### src/rtl/i2c_irq_unit.sv
module i2c_irq_unit #(
  parameter int ADDR_W  = 8,
  parameter int DATA_W  = 16,
  parameter int NSRC    = 12,
  parameter int CAUSE_W = 13
) (
  input  logic              clk,
  input  logic              rst_n,
  input  logic [NSRC-1:0]   evt_pulse,
  input  logic              rx_full_lvl,
  input  logic              tx_empty_lvl,
  input  logic [CAUSE_W-1:0] abort_why,
  input  logic              bus_sel,
  input  logic              bus_wr,
  input  logic [ADDR_W-1:0] bus_addr,
  input  logic [NSRC-1:0]   bus_wdata,
  output logic [DATA_W-1:0] bus_rdata,
  output logic              irq,
  output logic              fifo_flush
);
  localparam logic [NSRC-1:0]    LEVEL_BITS  = NSRC'(12'h014);
  localparam logic [NSRC-1:0]    LATCH_BITS  = ~LEVEL_BITS;
  localparam logic [CAUSE_W-1:0] CAUSE_VALID = CAUSE_W'(13'h1EBF);
  localparam int                 ABORT_BIT   = 6;

  localparam logic [ADDR_W-1:0] A_MSTAT = ADDR_W'(8'h2C);
  localparam logic [ADDR_W-1:0] A_MASK  = ADDR_W'(8'h30);
  localparam logic [ADDR_W-1:0] A_RAW   = ADDR_W'(8'h34);
  localparam logic [ADDR_W-1:0] A_CLALL = ADDR_W'(8'h40);
  localparam logic [ADDR_W-1:0] A_CAUSE = ADDR_W'(8'h80);

  logic [NSRC-1:0]    lat_q, mask_q, raw, clr;
  logic [CAUSE_W-1:0] cause_q;
  logic               rd_en;

  assign rd_en = bus_sel & ~bus_wr;
  assign raw   = lat_q | (NSRC'(rx_full_lvl) << 2) | (NSRC'(tx_empty_lvl) << 4);
  assign irq   = |(raw & mask_q);

  always_comb begin
    clr = '0;
    if (rd_en) begin
      case (bus_addr)
        A_CLALL:          clr = LATCH_BITS;
        ADDR_W'(8'h44):   clr[0]  = 1'b1;
        ADDR_W'(8'h48):   clr[1]  = 1'b1;
        ADDR_W'(8'h4C):   clr[3]  = 1'b1;
        ADDR_W'(8'h50):   clr[5]  = 1'b1;
        ADDR_W'(8'h54):   clr[6]  = 1'b1;
        ADDR_W'(8'h58):   clr[7]  = 1'b1;
        ADDR_W'(8'h5C):   clr[8]  = 1'b1;
        ADDR_W'(8'h60):   clr[9]  = 1'b1;
        ADDR_W'(8'h64):   clr[10] = 1'b1;
        ADDR_W'(8'h68):   clr[11] = 1'b1;
        default:          clr = '0;
      endcase
    end
  end

  always_comb begin
    case (bus_addr)
      A_MSTAT: bus_rdata = DATA_W'(raw & mask_q);
      A_MASK:  bus_rdata = DATA_W'(mask_q);
      A_RAW:   bus_rdata = DATA_W'(raw);
      A_CAUSE: bus_rdata = DATA_W'(cause_q);
      default: bus_rdata = '0;
    endcase
  end

  always_ff @(posedge clk or negedge rst_n) begin
    if (!rst_n) begin
      lat_q      <= '0;
      mask_q     <= '1;
      cause_q    <= '0;
      fifo_flush <= 1'b0;
    end else begin
      lat_q      <= ((lat_q & ~clr) | evt_pulse) & LATCH_BITS;
      cause_q    <= (clr[ABORT_BIT] ? '0 : cause_q) |
                    (evt_pulse[ABORT_BIT] ? (abort_why & CAUSE_VALID) : '0);
      fifo_flush <= evt_pulse[ABORT_BIT];
      if (bus_sel && bus_wr && bus_addr == A_MASK)
        mask_q <= bus_wdata;
    end
  end
endmodule

### config.mk
export PLATFORM = sky130hd
export DESIGN_NAME = i2c_irq_unit
export DESIGN_NICKNAME = d
export VERILOG_FILES = /design/src/rtl/i2c_irq_unit.sv
export SDC_FILE = /design/constraint.sdc
export NUM_CORES = 1
export LEC_CHECK = 0
export BUFFER_PORTS_ARGS = -buffer_cell sky130_fd_sc_hd__buf_2
export CELL_PAD_IN_SITES_DETAIL_PLACEMENT = 1
export CELL_PAD_IN_SITES_GLOBAL_PLACEMENT = 1
export CORE_MARGIN = 4
export CORE_UTILIZATION = 35
export CTS_BUF_LIST = sky130_fd_sc_hd__clkbuf_8
export DETAILED_ROUTE_END_ITERATION = 7
export PLACE_DENSITY = 0.8
export SLEW_MARGIN = 40
export SYNTH_ARGS = -nofsm -noshare
export SYNTH_HDL_FRONTEND = slang
export SYNTH_SLANG_ARGS = --single-unit
### constraint.sdc
create_clock -name clk -period 3.49 [get_ports clk]
set_input_delay 0.698 -clock clk [delete_from_list [all_inputs] [get_ports clk]]
set_output_delay 0.698 -clock clk [all_outputs]
set_load 0.05 [all_outputs]
==> results of run 1 <==
-- worst max-delay path, stage by stage --
cell and delay (ns):
buf_2 0.17, or4_4 0.60, nor4_2 0.22, buf_4 0.22, a22oi_1 0.08, o21ai_1 0.11
buf_2 0.29
-- synthesized netlist by cell type (4+ instances only) --
library cell and n:
a22o_1 14, o21ai_0 7, a221o_1 4, nand2_1 5, xor2_1 4, nand3_1 4
nor4_1 5, clkbuf_1 5, o21ai_1 4, mux2_1 10, nand2b_1 8, a21oi_1 8
a22oi_1 7, nor2_1 4, buf_4 4, dfrtp_1 22, dfstp_2 12, inv_1 7
-- layout make-up --
class | count | area (um2)
Fill cell | 620 | 2818
Tap cell | 70 | 87.58
Clock inverter | 2 | 8.758
Sequential cell | 34 | 865.8
Inverter | 7 | 26.28
Clock buffer | 6 | 82.58
Multi-Input combinational cell | 117 | 863.3
Timing Repair Buffer | 63 | 322.8
-- per-layer routing --
| layer | wire length (um) | GRT usage, % |
|---|---|---|
| met4 | 51 | 5.574 |
| met5 | 0 | 0 |
| met3 | 357 | 4.709 |
| met2 | 2356 | 27.32 |
| met1 | 2213 | 21.41 |
-- worst max-delay path by stage --
stage                     to  slack (ns)
4_1_cts         bus_rdata[7]        0.39
6_report        bus_rdata[9]        0.40
3_5_place_dp    bus_rdata[7]        0.40
5_1_grt         bus_rdata[2]        0.26
2_1_floorplan  bus_rdata[10]        0.38
3_3_place_gp    bus_rdata[7]        0.41
-- cell usage in the layout (no fill, tap or decap), types with 2 or more instances in the layout --
master    synthesis  final
a21o_1            3      3
a221o_1           4      4
a21boi_0          2      2
conb_1            1      3
dfstp_2          12     12
inv_1             7      8
nor3_1            2      2
nand3_1           4      4
nor2_1            4      4
o21bai_1          2      2
mux2_2            2      2
a21oi_1           8      8
mux2_1           10     10
o21ai_0           7      4
a22oi_1           7      7
buf_4             4      3
a22o_1           14     14
nor4_1            5      5
or4_4             2      2
a221oi_1          3      3
dfrtp_1          22     22
nand2b_1          8      8
o21ai_1           4      7
clkbuf_8          0      6
buf_2             3     60
and2_1            3      3
nand2_1           5      5
xor2_1            4      4
-- report_power, final --
part | total [mW] | leakage [nW] | internal, mW | switching [mW]
Clock | 0.300 | 0.0524 | 0.156 | 0.143
Sequential | 0.408 | 0.320 | 0.403 | 0.00490
Combinational | 0.0983 | 0.682 | 0.0367 | 0.0616
Total | 0.806 | 1.05 | 0.596 | 0.210
-- state kept, by name, indices dropped and copies added, names as in the netlist --
| name | count |
|---|---|
| mask_q | 12 |
| cause_q | 11 |
| lat_q | 10 |
| fifo_flush | 1 |
-- cells by family (layout without fill, tap and decap cells) --
| family | count (synthesis) | after routing | share of synthesized area, % |
|---|---|---|---|
| AOI/OAI and AO/OA | 57 | 57 | 22.72 |
| and+or+nand+nor | 41 | 41 | 14.69 |
| other | 1 | 3 | 0.2057 |
| buffers and inverters | 20 | 78 | 5.560 |
| xor gates and xnor gates | 4 | 4 | 1.922 |
| DFF | 34 | 34 | 47.49 |
| muxes | 12 | 12 | 7.413 |
-- per-stage QoR --
stage / utilization [%] / cell area [um2] / instances / setup slack (ns)
after floorplan: - / 1831 / 171 / 0.3768
after global placement: 42.63 / 2163 / 291 / 0.4143
after detailed placement: 42.63 / 2163 / 291 / 0.3955
after CTS: 44.43 / 2255 / 299 / 0.3944
after global routing: 44.48 / 2257 / 299 / 0.2562
final: 44.48 / 2257 / 299 / 0.4009
==> qor.csv, run 1 <==
metric;value;unit
deepest clock path buffer count;2;
final setup vio count;0;
total power;0.8059;mW
diode count;0;
Port Buffers;61;
Critical Path RT;2.79;ns
CTS HTree Levels;2;
leading post-synthesis cells by cell area;dfrtp_1 (30%), dfstp_2 (17%), a22o_1 (6.7%);
register area share after synthesis;47.49;%
I/O Pins;69;
Synth top area share;30.20;%
CTS buffer count;5;
hpwl dp;3757;um
Placement Rows;26;
syn_area_per_cell;10.79;um2
Hold WC Path Type;in2async;
r2r setup slk;2.73;ns
worst reg-to-reg path cell count;1;
Worst R2R End;mask_q[11];
Primary FF master, synth;dfrtp_1;
RSZ-0062 raised after global routing;no;
root buffer cell;clkbuf_8;
DRT antenna net count;0;
Slew Limit Fails;0;
Max Cap Viol;0;
skew final;0;ns
Core Box Area;5075;um2
antenna violations before repair;0;
reg2reg start;mask_q[11];
Final period util;88.51;%
synth unique cells;40;
Pleak;1.055;nW
Max IR drop VDD;0.1617;mV
outcome;complete, no violations;
PD cells;357.1;nW/um2
Yosys top cell by area;dfrtp_1;
Detailed Routing Iterations Pass 1;4;
Mapped Area;1823;um2
fmax;323.7;MHz
GRT Overall Usage;16.81;%
clk_lat worst skew;0.29;ns
Die H;80.17;um
register bit total from synthesis;34;
post-cts sizing count;0;
post-CTS setup buffer count;0;
crit path capture type;primary output;
grt ovf;0;
share of post-route cells with drive strength above 1;39.74;%
CTS tree;built;
Post-synth ARST share;100.0;%
Final Wtd Congestion;0.7690;
wire per inst;16.65;um
Final Hold Fails;0;
CP Launch Type;primary input;
Critical Setup Path Class;in2out;
final WL;4977;um
Initial Util;35.92;%
worst setup path start;bus_addr[3];
Worst Path Arrival;2.39;ns
Nets;279;
vias in the first global route;1619;
Post-synth EDFFs;0;
drt via density;5.157;
vias post-DR;1542;
Worst Path Max Fanout;11;
DRC;0;
Die X;80.17;um
largest net degree at the start of global routing;35;
Synth-to-Final Area Change;23.82;%
hold_ws;0.3557;ns
global-route wire length before repair;8128;um
Final min period;3.089;ns
Synth Instances;169;
Setup TNS Final;0;ns
Worst-path clk slew;0.07;ns
CTS sink count;34;
drt first-iter violations;56;
Die ar.;6427;um2
Post-CTS Hold Buffers;0;
Synth warnings;0;
Power figures use the tool's default switching activity.
==> run 2: changes to the inputs <==
==> constraint.sdc (replaced) <==
create_clock -name clk -period 3.49 [get_ports clk]
set_input_delay 0.1745 -clock clk [delete_from_list [all_inputs] [get_ports clk]]
set_output_delay 0.1745 -clock clk [all_outputs]
set_load 0.05 [all_outputs]
==> qor.csv, run 2 (same netlist as run 1, synthesis figures left out) <==
metric;value;unit;change
placed insts;290;;was 291
Pleak;1.053;nW;was 1.055 nW
drt first-iter violations;57;;was 56
setup ws final;1.357;ns;was 0.4009 ns
skew final;0;ns;unchanged
met3 routed WL;295;um;was 357 um
DRT antenna net count;0;;unchanged
largest net degree at the start of global routing;35;;unchanged
CTS buffer count;5;;unchanged
antenna violations before repair;0;;unchanged
final WL;5338;um;was 4977 um
most common cell after layout, fill and taps aside;buf_2;;unchanged
Relative slew margins;59.17;%;
outcome;complete, no violations;;unchanged
vias in the first global route;1719;;was 1619
Port Buffers;61;;unchanged
drt via density;5.298;;was 5.157
final setup vio count;0;;unchanged
Critical Path RT;3.32;ns;was 2.79 ns
Initial Util;35.92;%;unchanged
share of post-route cells with drive strength above 1;39.30;%;was 39.74%
total power;0.8014;mW;was 0.8059 mW
Die X;80.17;um;unchanged
Setup TNS Final;0;ns;unchanged
I/O Pins;69;;unchanged
Worst Path Arrival;1.96;ns;was 2.39 ns
WL met1;2396;um;was 2213 um
Design Area, Final;2260;um2;was 2257 um2
PD cells;354.7;nW/um2;was 357.1 nW/um2
measured slew at the worst slew-check pin;0.6069;ns;
wire per inst;17.85;um;was 16.65 um
Most flops, register;mask_q;;unchanged
area occupied by multi-input gates;863.3;um2;unchanged
root buffer cell;clkbuf_8;;unchanged
CTS HTree Levels;2;;unchanged
Final Wtd Congestion;0.7946;;was 0.7690
non-filler instance count after layout;299;;unchanged
filler cell count;612;;was 620
Max Cap Viol;0;;unchanged
biggest regs;mask_q (12), cause_q (11), lat_q (10);;unchanged
hpwl dp;4010;um;was 3757 um
Placement Rows;26;;unchanged
vias post-DR;1584;;was 1542
Nets;279;;unchanged
Detailed Routing Iterations Pass 1;4;;unchanged
GRT Overall Usage;17.63;%;was 16.81%
crit path capture type;primary output;;unchanged
Final Hold Fails;0;;unchanged
DP Worst Slack;1.243;ns;was 0.3955 ns
CP Launch Type;primary input;;unchanged
most frequent cells in the layout;buf_2 (60), dfrtp_1 (22), a22o_1 (14);;unchanged
Worst Path Max Fanout;9;;was 11
Slew Limit Fails;0;;unchanged
deepest clock path buffer count;2;;unchanged
Worst-path clk slew;0.06;ns;was 0.07 ns
post-cts sizing count;0;;unchanged
Final period util;61.12;%;was 88.51%
Core Box Area;5075;um2;unchanged
DRC;0;;unchanged
global-route wire length before repair;8556;um;was 8128 um
Largest register FFs;12;;unchanged
sequential standard cell area;865.8;um2;unchanged
Final min period;2.133;ns;was 3.089 ns
RSZ-0062 raised after global routing;no;;unchanged
Synth-to-Final Area Change;23.95;%;was 23.82%
Hold WC Path Type;in2reg;;was in2async
fmax;468.8;MHz;was 323.7 MHz
CTS sink count;34;;unchanged
placed cell area;2156;um2;was 2163 um2
grt ovf;0;;unchanged
clk_lat worst skew;0.28;ns;was 0.29 ns
met2 wire length;2588;um;was 2356 um
diode count;0;;unchanged
Max IR drop VDD;0.1136;mV;was 0.1617 mV
Die H;80.17;um;unchanged
Die ar.;6427;um2;unchanged
CTS tree;built;;unchanged
DR top layer;met4;;unchanged
Critical Setup Path Class;in2out;;unchanged
==> run 2: changes by cell type in the layout (fill, tap and decap cells not counted) <==
cell	delta
o21ai_0	+3
o21ai_1	-3
buf_4	-1
dlygate4sd3_1	+1
==> run 2: timing repair <==
action                    CTS  global route
hold buffers                1             0
hold endpoints to repair    7             0
setup buffers               0             0
==> run 2: per-layer routing <==
layer  vias up  global-route usage [%]
met5         -                       0
met4         0                   4.561
met3         6                   3.475
met2        49                   29.97
met1       781                   22.84
li1        748                       -
==> run 2: worst max-delay path, stage by stage <==
cell and delay (ns):
buf_2 0.16, nor4_1 0.58, and2_1 0.45, a21oi_1 0.12, o21ai_1 0.18, buf_2 0.29
==> run 2: metrics by stage <==
stage | util, % | hold WS, ns
after floorplan | - | -0.1211
after global placement | 42.48 | 0.2920
after detailed placement | 42.48 | 0.3043
after CTS | 44.48 | 0.06750
after global routing | 44.53 | 0.06776
final | 44.53 | 0.07164
==> run 2: layout make-up <==
type	count	share of cell area, %
clock inverters	2	0.3876
repair buffers	63	14.40
multi-input cells	117	38.21
clock buffers	6	3.654
well taps	70	3.876
flip-flops and latches	34	38.32
inverters	7	1.163
==> run 2: final timing paths <==
| path | startpoint | end | slack, ns | depth (start not counted) |
|---|---|---|---|---|
| worst min register to register | cause_q[11] | cause_q[11] | 0.50 | 1 |
| worst min-delay path | evt_pulse[3] | lat_q[3] | 0.07 | 2 |
| worst max register to register | mask_q[11] | mask_q[11] | 2.71 | 1 |
| max in group asynchronous | rst_n | mask_q[5] | 2.76 | 2 |
| min in group asynchronous | rst_n | lat_q[8] | 0.38 | 2 |
| worst max-delay path | bus_addr[4] | bus_rdata[1] | 1.36 | 6 |
==> run 2: where the power goes <==
group / switching, mW / total [mW] / internal, mW
registers: 0.00488 / 0.408 / 0.403
clock network: 0.137 / 0.294 / 0.156
logic: 0.0627 / 0.0998 / 0.0372
